--- config.mk ---
export PLATFORM = sky130hd
export DESIGN_NAME = dual_dac_ctrl
export DESIGN_NICKNAME = d
export VERILOG_FILES = /design/src/rtl/dacc_pkg.sv /design/src/rtl/dacc_sync.sv /design/src/rtl/dacc_spi_rx.sv /design/src/rtl/dacc_decode.sv /design/src/rtl/dacc_chan.sv /design/src/rtl/dual_dac_ctrl.sv
export SDC_FILE = /design/constraint.sdc
export NUM_CORES = 1
export LEC_CHECK = 0
export ABC_AREA = 1
export BUFFER_PORTS_ARGS = -buffer_cell sky130_fd_sc_hd__buf_2
export CAP_MARGIN = 10
export CORE_UTILIZATION = 38
export DETAILED_ROUTE_END_ITERATION = 6
export PLACE_DENSITY = 0.58
export SLEW_MARGIN = 20
export SYNTH_ARGS = -nofsm -noshare
export SYNTH_HDL_FRONTEND = slang
export SYNTH_SLANG_ARGS = --single-unit
--- constraint.sdc ---
create_clock -name clk_i -period 2.8 [get_ports clk_i]
set_input_delay 0.42 -clock clk_i [delete_from_list [all_inputs] [get_ports clk_i]]
set_output_delay 0.42 -clock clk_i [all_outputs]
set_load 0.01 [all_outputs]
--- src/rtl/dacc_pkg.sv ---
package dacc_pkg;
  localparam int FRAME_W = 24;
  localparam int CMD_W   = 4;
  localparam int SEL_W   = 4;
  localparam int DATA_W  = 16;

  localparam logic [SEL_W-1:0] SEL_ALL = 4'hF;

  localparam logic [CMD_W-1:0] CMD_STAGE    = 4'h0;
  localparam logic [CMD_W-1:0] CMD_APPLY    = 4'h1;
  localparam logic [CMD_W-1:0] CMD_STG_APP  = 4'h2;
  localparam logic [CMD_W-1:0] CMD_POWER    = 4'h4;
  localparam logic [CMD_W-1:0] CMD_SW_CLEAR = 4'h5;
  localparam logic [CMD_W-1:0] CMD_SW_RESET = 4'h6;
  localparam logic [CMD_W-1:0] CMD_REF      = 4'h7;

  typedef enum logic [1:0] {
    REF_EXT   = 2'b00,
    REF_2V048 = 2'b01,
    REF_2V500 = 2'b10,
    REF_4V096 = 2'b11
  } ref_e;

  typedef struct packed {
    logic [CMD_W-1:0]  cmd;
    logic [SEL_W-1:0]  sel;
    logic [DATA_W-1:0] data;
  } frame_t;
endpackage

--- src/rtl/dacc_sync.sv ---
module dacc_sync #(
  parameter int             W       = 3,
  parameter int             STAGES  = 2,
  parameter logic [W-1:0]   RST_VAL = '0
) (
  input  logic         clk_i,
  input  logic         rst_ni,
  input  logic [W-1:0] d_i,
  output logic [W-1:0] q_o
);
  logic [STAGES-1:0][W-1:0] ff_q;

  always_ff @(posedge clk_i or negedge rst_ni) begin
    if (!rst_ni) ff_q <= {STAGES{RST_VAL}};
    else         ff_q <= {ff_q[STAGES-2:0], d_i};
  end

  assign q_o = ff_q[STAGES-1];
endmodule

--- src/rtl/dacc_spi_rx.sv ---
module dacc_spi_rx #(
  parameter int FRAME_W = 24
) (
  input  logic               clk_i,
  input  logic               rst_ni,
  input  logic               clr_rst_ni,
  input  logic               sclk_i,
  input  logic               cs_n_i,
  input  logic               sdi_i,
  output logic               frame_vld_o,
  output logic [FRAME_W-1:0] frame_o
);
  localparam int               CNT_W   = $clog2(FRAME_W + 2);
  localparam logic [CNT_W-1:0] CNT_MAX = CNT_W'(FRAME_W + 1);
  localparam logic [CNT_W-1:0] CNT_OK  = CNT_W'(FRAME_W);

  logic               sclk_q, cs_n_q;
  logic               sclk_fall, cs_rise;
  logic [FRAME_W-1:0] shift_q;
  logic [CNT_W-1:0]   cnt_q;
  logic               abort_q;
  logic               vld_q;

  always_ff @(posedge clk_i or negedge rst_ni) begin
    if (!rst_ni) begin
      sclk_q <= 1'b0;
      cs_n_q <= 1'b1;
    end else begin
      sclk_q <= sclk_i;
      cs_n_q <= cs_n_i;
    end
  end

  assign sclk_fall = sclk_q & ~sclk_i;
  assign cs_rise   = ~cs_n_q & cs_n_i;

  // abort_q comes up set after a clear and drops only once the frame select is idle
  always_ff @(posedge clk_i or negedge clr_rst_ni) begin
    if (!clr_rst_ni) begin
      shift_q <= '0;
      cnt_q   <= '0;
      abort_q <= 1'b1;
      vld_q   <= 1'b0;
    end else begin
      vld_q <= cs_rise && !abort_q && (cnt_q == CNT_OK);
      if (cs_n_i) begin
        cnt_q   <= '0;
        abort_q <= 1'b0;
      end else if (sclk_fall) begin
        shift_q <= {shift_q[FRAME_W-2:0], sdi_i};
        if (cnt_q != CNT_MAX) cnt_q <= cnt_q + 1'b1;
      end
    end
  end

  assign frame_vld_o = vld_q;
  assign frame_o     = shift_q;

  a_r12_abort_blocks: assert property (@(posedge clk_i) disable iff (!clr_rst_ni)
    abort_q |=> !frame_vld_o);
  a_r13_single_pulse: assert property (@(posedge clk_i) disable iff (!clr_rst_ni)
    frame_vld_o |=> !frame_vld_o);
  a_r13_idle_on_exec: assert property (@(posedge clk_i) disable iff (!clr_rst_ni)
    frame_vld_o |-> cs_n_q);
endmodule

--- src/rtl/dacc_decode.sv ---
module dacc_decode
  import dacc_pkg::*;
#(
  parameter int NUM_CH = 2,
  parameter int RES_W  = 12
) (
  input  logic              frame_vld_i,
  input  frame_t            frame_i,
  output logic [NUM_CH-1:0] stage_o,
  output logic [NUM_CH-1:0] stg_app_o,
  output logic [NUM_CH-1:0] apply_o,
  output logic [NUM_CH-1:0] pwr_en_o,
  output logic              pwr_val_o,
  output logic              ref_en_o,
  output ref_e              ref_val_o,
  output logic              zero_o,
  output logic              sw_rst_o,
  output logic [RES_W-1:0]  code_o
);
  logic [NUM_CH-1:0] hit;
  logic              unused_low;

  for (genvar ch = 0; ch < NUM_CH; ch++) begin : g_hit
    assign hit[ch] = (frame_i.sel == SEL_W'(ch)) || (frame_i.sel == SEL_ALL);
  end

  always_comb begin
    stage_o   = '0;
    stg_app_o = '0;
    apply_o   = '0;
    pwr_en_o  = '0;
    ref_en_o  = 1'b0;
    zero_o    = 1'b0;
    sw_rst_o  = 1'b0;
    if (frame_vld_i) begin
      case (frame_i.cmd)
        CMD_STAGE:    stage_o   = hit;
        CMD_APPLY:    apply_o   = hit;
        CMD_STG_APP:  stg_app_o = hit;
        CMD_POWER:    pwr_en_o  = hit;
        CMD_SW_CLEAR: zero_o    = 1'b1;
        CMD_SW_RESET: begin
          zero_o   = 1'b1;
          sw_rst_o = 1'b1;
        end
        CMD_REF:      ref_en_o  = 1'b1;
        default: ;
      endcase
    end
  end

  assign code_o     = frame_i.data[DATA_W-1 -: RES_W];
  assign pwr_val_o  = frame_i.data[0];
  assign ref_val_o  = ref_e'(frame_i.data[1:0]);
  assign unused_low = ^frame_i.data;
endmodule

--- src/rtl/dacc_chan.sv ---
module dacc_chan #(
  parameter int RES_W = 12
) (
  input  logic             clk_i,
  input  logic             clr_rst_ni,
  input  logic             stage_i,
  input  logic             stg_app_i,
  input  logic             apply_i,
  input  logic             zero_i,
  input  logic [RES_W-1:0] code_i,
  output logic [RES_W-1:0] code_o
);
  logic [RES_W-1:0] pend_q, act_q;

  always_ff @(posedge clk_i or negedge clr_rst_ni) begin
    if (!clr_rst_ni) begin
      pend_q <= '0;
      act_q  <= '0;
    end else if (zero_i) begin
      pend_q <= '0;
      act_q  <= '0;
    end else begin
      if (stage_i || stg_app_i) pend_q <= code_i;
      if (stg_app_i)            act_q  <= code_i;
      else if (apply_i)         act_q  <= pend_q;
    end
  end

  assign code_o = act_q;

  a_r2_stage_holds_out: assert property (@(posedge clk_i) disable iff (!clr_rst_ni)
    (stage_i && !stg_app_i && !apply_i && !zero_i) |=> $stable(act_q));
  a_r3_apply_copies: assert property (@(posedge clk_i) disable iff (!clr_rst_ni)
    (apply_i && !stg_app_i && !zero_i) |=> act_q == $past(pend_q));
  a_r4_stg_app_both: assert property (@(posedge clk_i) disable iff (!clr_rst_ni)
    (stg_app_i && !zero_i) |=> (act_q == $past(code_i)) && (pend_q == $past(code_i)));
  a_r9_zero_all: assert property (@(posedge clk_i) disable iff (!clr_rst_ni)
    zero_i |=> (act_q == '0) && (pend_q == '0));
endmodule

--- src/rtl/dual_dac_ctrl.sv ---
module dual_dac_ctrl
  import dacc_pkg::*;
#(
  parameter int NUM_CH      = 2,
  parameter int RES_W       = 12,
  parameter int SYNC_STAGES = 2
) (
  input  logic                    clk_i,
  input  logic                    rst_ni,
  input  logic                    clr_ni,
  input  logic                    sclk_i,
  input  logic                    cs_n_i,
  input  logic                    sdi_i,
  output logic [NUM_CH*RES_W-1:0] code_o,
  output logic [NUM_CH-1:0]       pwr_dn_o,
  output logic [1:0]              ref_sel_o
);
  logic              clr_rst_n;
  logic [2:0]        pins_s;
  logic              frame_vld;
  logic [FRAME_W-1:0] frame_bits;
  frame_t            frame;
  logic [NUM_CH-1:0] stage, stg_app, apply, pwr_en;
  logic              pwr_val, ref_en, zero, sw_rst;
  ref_e              ref_val, ref_q;
  logic [RES_W-1:0]  dec_code;
  logic [NUM_CH-1:0] pwr_q;

  assign clr_rst_n = rst_ni & clr_ni;

  dacc_sync #(.W(3), .STAGES(SYNC_STAGES), .RST_VAL(3'b010)) u_sync (
    .clk_i  (clk_i),
    .rst_ni (rst_ni),
    .d_i    ({sclk_i, cs_n_i, sdi_i}),
    .q_o    (pins_s)
  );

  dacc_spi_rx #(.FRAME_W(FRAME_W)) u_rx (
    .clk_i       (clk_i),
    .rst_ni      (rst_ni),
    .clr_rst_ni  (clr_rst_n),
    .sclk_i      (pins_s[2]),
    .cs_n_i      (pins_s[1]),
    .sdi_i       (pins_s[0]),
    .frame_vld_o (frame_vld),
    .frame_o     (frame_bits)
  );

  assign frame = frame_t'(frame_bits);

  dacc_decode #(.NUM_CH(NUM_CH), .RES_W(RES_W)) u_dec (
    .frame_vld_i (frame_vld),
    .frame_i     (frame),
    .stage_o     (stage),
    .stg_app_o   (stg_app),
    .apply_o     (apply),
    .pwr_en_o    (pwr_en),
    .pwr_val_o   (pwr_val),
    .ref_en_o    (ref_en),
    .ref_val_o   (ref_val),
    .zero_o      (zero),
    .sw_rst_o    (sw_rst),
    .code_o      (dec_code)
  );

  for (genvar ch = 0; ch < NUM_CH; ch++) begin : g_ch
    dacc_chan #(.RES_W(RES_W)) u_chan (
      .clk_i      (clk_i),
      .clr_rst_ni (clr_rst_n),
      .stage_i    (stage[ch]),
      .stg_app_i  (stg_app[ch]),
      .apply_i    (apply[ch]),
      .zero_i     (zero),
      .code_i     (dec_code),
      .code_o     (code_o[ch*RES_W +: RES_W])
    );
  end

  // power and reference state survive the clear pin, only power-on and software reset touch them
  always_ff @(posedge clk_i or negedge rst_ni) begin
    if (!rst_ni) begin
      pwr_q <= '0;
      ref_q <= REF_EXT;
    end else if (sw_rst) begin
      pwr_q <= '0;
      ref_q <= REF_EXT;
    end else begin
      for (int ch = 0; ch < NUM_CH; ch++)
        if (pwr_en[ch]) pwr_q[ch] <= pwr_val;
      if (ref_en) ref_q <= ref_val;
    end
  end

  assign pwr_dn_o  = pwr_q;
  assign ref_sel_o = ref_q;

  a_r11_clr_zero: assert property (@(posedge clk_i) disable iff (!rst_ni)
    !clr_ni |-> (code_o == '0));
  a_r7_pwr_keeps_code: assert property (@(posedge clk_i) disable iff (!clr_rst_n)
    (|pwr_en) |=> $stable(code_o));
  a_r8_ref_hold: assert property (@(posedge clk_i) disable iff (!rst_ni)
    (!ref_en && !sw_rst) |=> $stable(ref_sel_o));
  a_r10_sw_reset_state: assert property (@(posedge clk_i) disable iff (!rst_ni)
    sw_rst |=> (pwr_dn_o == '0) && (ref_sel_o == REF_EXT));
endmodule

==> results.yml <==
floorplan:
  die_w_um: 108
  fp.coreArea_um2: 10900
  num_rows: 38
  initial_core_util_pct: 39.3
  die-area_um2: 11700
  ios: 34
  die_h_um: 108
worst_setup_path:
  endpoint_kind: "register"
  critPathArrivalTime_ns: 2.27
  cp_max_fo: 18
  crit_required_ns: 3.05
  critPathKind: "register to register"
  cp-start-kind: "register"
cts:
  cts_tree: "yes"
  clkSinkCount: 91
  clkTransAtPathRegs_ns: 0.09
  cts_made_buffers: 9
  cts_resized: 0
  post_cts_buffers: 0
  htreeDepth: 3
  cts_root_buf: "clkbuf_8"
  clk_latency_ns: 0.36
  cts_buffer_depth: 2
  ctsHoldBuffers: 1
routing:
  antenna_left: 0
  via_per_inst: 5.14
  drcViolationCount: 0
  first_iter_violations: 208
  drt_wl_total_mm: 9.28
  dr.pass1.iters: 5
  wl_per_cell_um: 13.8
  vias: 3457
synthesis:
  yosys.area.top_type: "dfrtp_1"
  synth_common_cells: "nand2_1 (179), dfrtp_1 (87), nand3_1 (52), nand4_1 (52)"
  ys_async_sr_fraction_pct: 100
  syn_inst: 508
  yosysWarnings: 0
  synth_nets: 517
  ys_seq_elements: 91
  synth_seq_area_share_pct: 53.4
  yosysUniqueCellTypes: 23
  syn_avg_cell_area_um2: 8.42
  yosysTopAreaCellShare_pct: 50.9
  netlist_area_um2: 4280
  synth.area.top_cells: "dfrtp_1 (51%), nand2_1 (16%), nand4_1 (7.6%)"
  synth-edff-count: 0
  synth-main-ff-cell: "dfrtp_1"
  yosysMostFrequentCell: "nand2_1"
placement:
  port_buffers: 33
  gp_congestion: 0.764
  hpwl_mm: 6.15
  dpl_cell_area_um2: 4480
cells_and_area:
  fin_area_um2: 4690
  layout.nets: 536
  drive_above_1_share_pct: 15.6
  post-route-util_pct: 43.1
  diodes: 0
  ff_latch_area_um2: 2280
  area_delta_synth_final_pct: 9.65
  fillers: 1114
  multi_input_area_um2: 1690
timing:
  fin_hold_ws_ns: 0.118
  grt_setup_unrepaired: "false"
  timing.slew.headroom_pct: 57.8
  fin_crit_sh_pct: 72.4
  finalHoldViolations: 0
  worst_pin_slew_ns: 0.631
  period_minus_slack_ns: 2.03
  setup_viol: 0
  fmax_ghz: 0.493
  clock_skew_ns: 0.0120
  final.setup.tns_ns: 0
  drv_slew: 0
hold_path:
  hold_class: "input pin to asynchronous set/reset pin"
global_routing:
  grt_pass1_wl_mm: 16.0
  grt_max_degree: 59
  antenna_found_initial: 0
  gr-usage-all-layers_pct: 17.5
  first_global_vias: 3215
  grt_overflow: 0
run_status:
  status: "finished clean"
run:
  cap_violations: 0
power_and_ir_drop:
  power_per_cell_area_nw_per_um2: 554
  p_leak_nw: 2.54
  power.total_mw: 2.60
  peakVddDrop_uv: 244
report_power, final:
part,switching (mW),internal [mW]
sequential,0.0950,1.39
clock,0.476,0.439
combinational,0.123,0.0718
routing by layer:
| metal | wire [µm] | track usage (%) |
|---|---|---|
| met1 | 4660 | 25.6 |
| met2 | 4110 | 26.1 |
| met3 | 372 | 2.65 |
| met4 | 138 | 6.26 |
| met5 | 0 | 0 |
path summary, 6_finish.rpt:
path	end	start	depth (start not counted)	slack, ns
max	g_ch[0].u_chan.pend_q[4]	u_rx.frame_o[16]	8	0.77
min	u_rx.cnt_q[2]	clr_ni	3	0.12
max reg2reg	g_ch[0].u_chan.pend_q[4]	u_rx.frame_o[16]	8	0.77
min reg2reg	u_sync.q_o[0]	u_sync.ff_q[0]	0	0.35
max in group asynchronous	u_rx.frame_o[15]	rst_ni	5	1.22
min in group clk_i	u_sync.ff_q[1]	cs_n_i	1	0.16
logic make-up (layout without fill, tap and decap cells):
| family | Yosys count | after routing | synth area share [%] |
|---|---|---|---|
| buf+inv | 61 | 85 | 7.11 |
| fa+ha+maj | 3 | 3 | 0.878 |
| simple gates | 321 | 321 | 33.9 |
| mux | 6 | 6 | 1.58 |
| flops | 91 | 91 | 53.4 |
| compound gates | 26 | 26 | 3.13 |
placed cells by master (no fill, tap or decap):
cell type and count:
buf_12 1, inv_2 5, inv_6 2, nand4_1 52, nand2_1 179, clkbuf_8 10, a21oi_1 2, dfrtp_1 87
dfstp_2 4, nor2_1 25, or2_2 1, buf_2 33, a21oi_2 1, o21ai_0 23, ha_1 3, nand2_4 2
dlygate4sd3_1 1, inv_1 24, bufinv_16 1, nand2_2 7, clkinv_2 3, mux2_2 6, nor2_4 1, nor4_1 1
nand3_2 1, buf_4 5, nand3_1 52
flip-flops by register name, indices dropped and copies added, names as in the netlist:
name and count:
g_ch.u_chan.code_o 24, g_ch.u_chan.pend_q 24, pwr_dn_o 2, ref_sel_o 2, u_rx.abort_q 1, u_rx.cnt_q 5, u_rx.cs_n_q 1, u_rx.frame_o 24
u_rx.frame_vld_o 1, u_rx.sclk_q 1, u_sync.ff_q 3, u_sync.q_o 3
metrics by stage:
stage / cells / setup WS, ns
2_1_floorplan: 508 / 0.319
3_3_place_gp: 655 / 0.768
3_5_place_dp: 655 / 0.750
4_1_cts: 672 / 0.746
5_1_grt: 672 / 0.544
6_report: 672 / 0.772
worst max-delay path: stages (launching register included):
cell,delay (ns)
dfrtp_1,0.41
nand2_1,0.07
inv_1,0.04
nand2_2,0.10
nand2_4,0.15
nand2_1,0.42
nand3_1,0.47
nand2_1,0.17
nand2_1,0.07
cell type report:
type                    count  share of cell area (%)
clock buffers              10                    2.93
clock inverters             6                    1.33
inverters                  29                    2.32
multi-input cells         356                    36.0
flip-flops and latches     91                    48.7
well taps                 140                    3.74
repair buffers             40                    4.96
No activity file was read; power rests on OpenSTA's default activity.
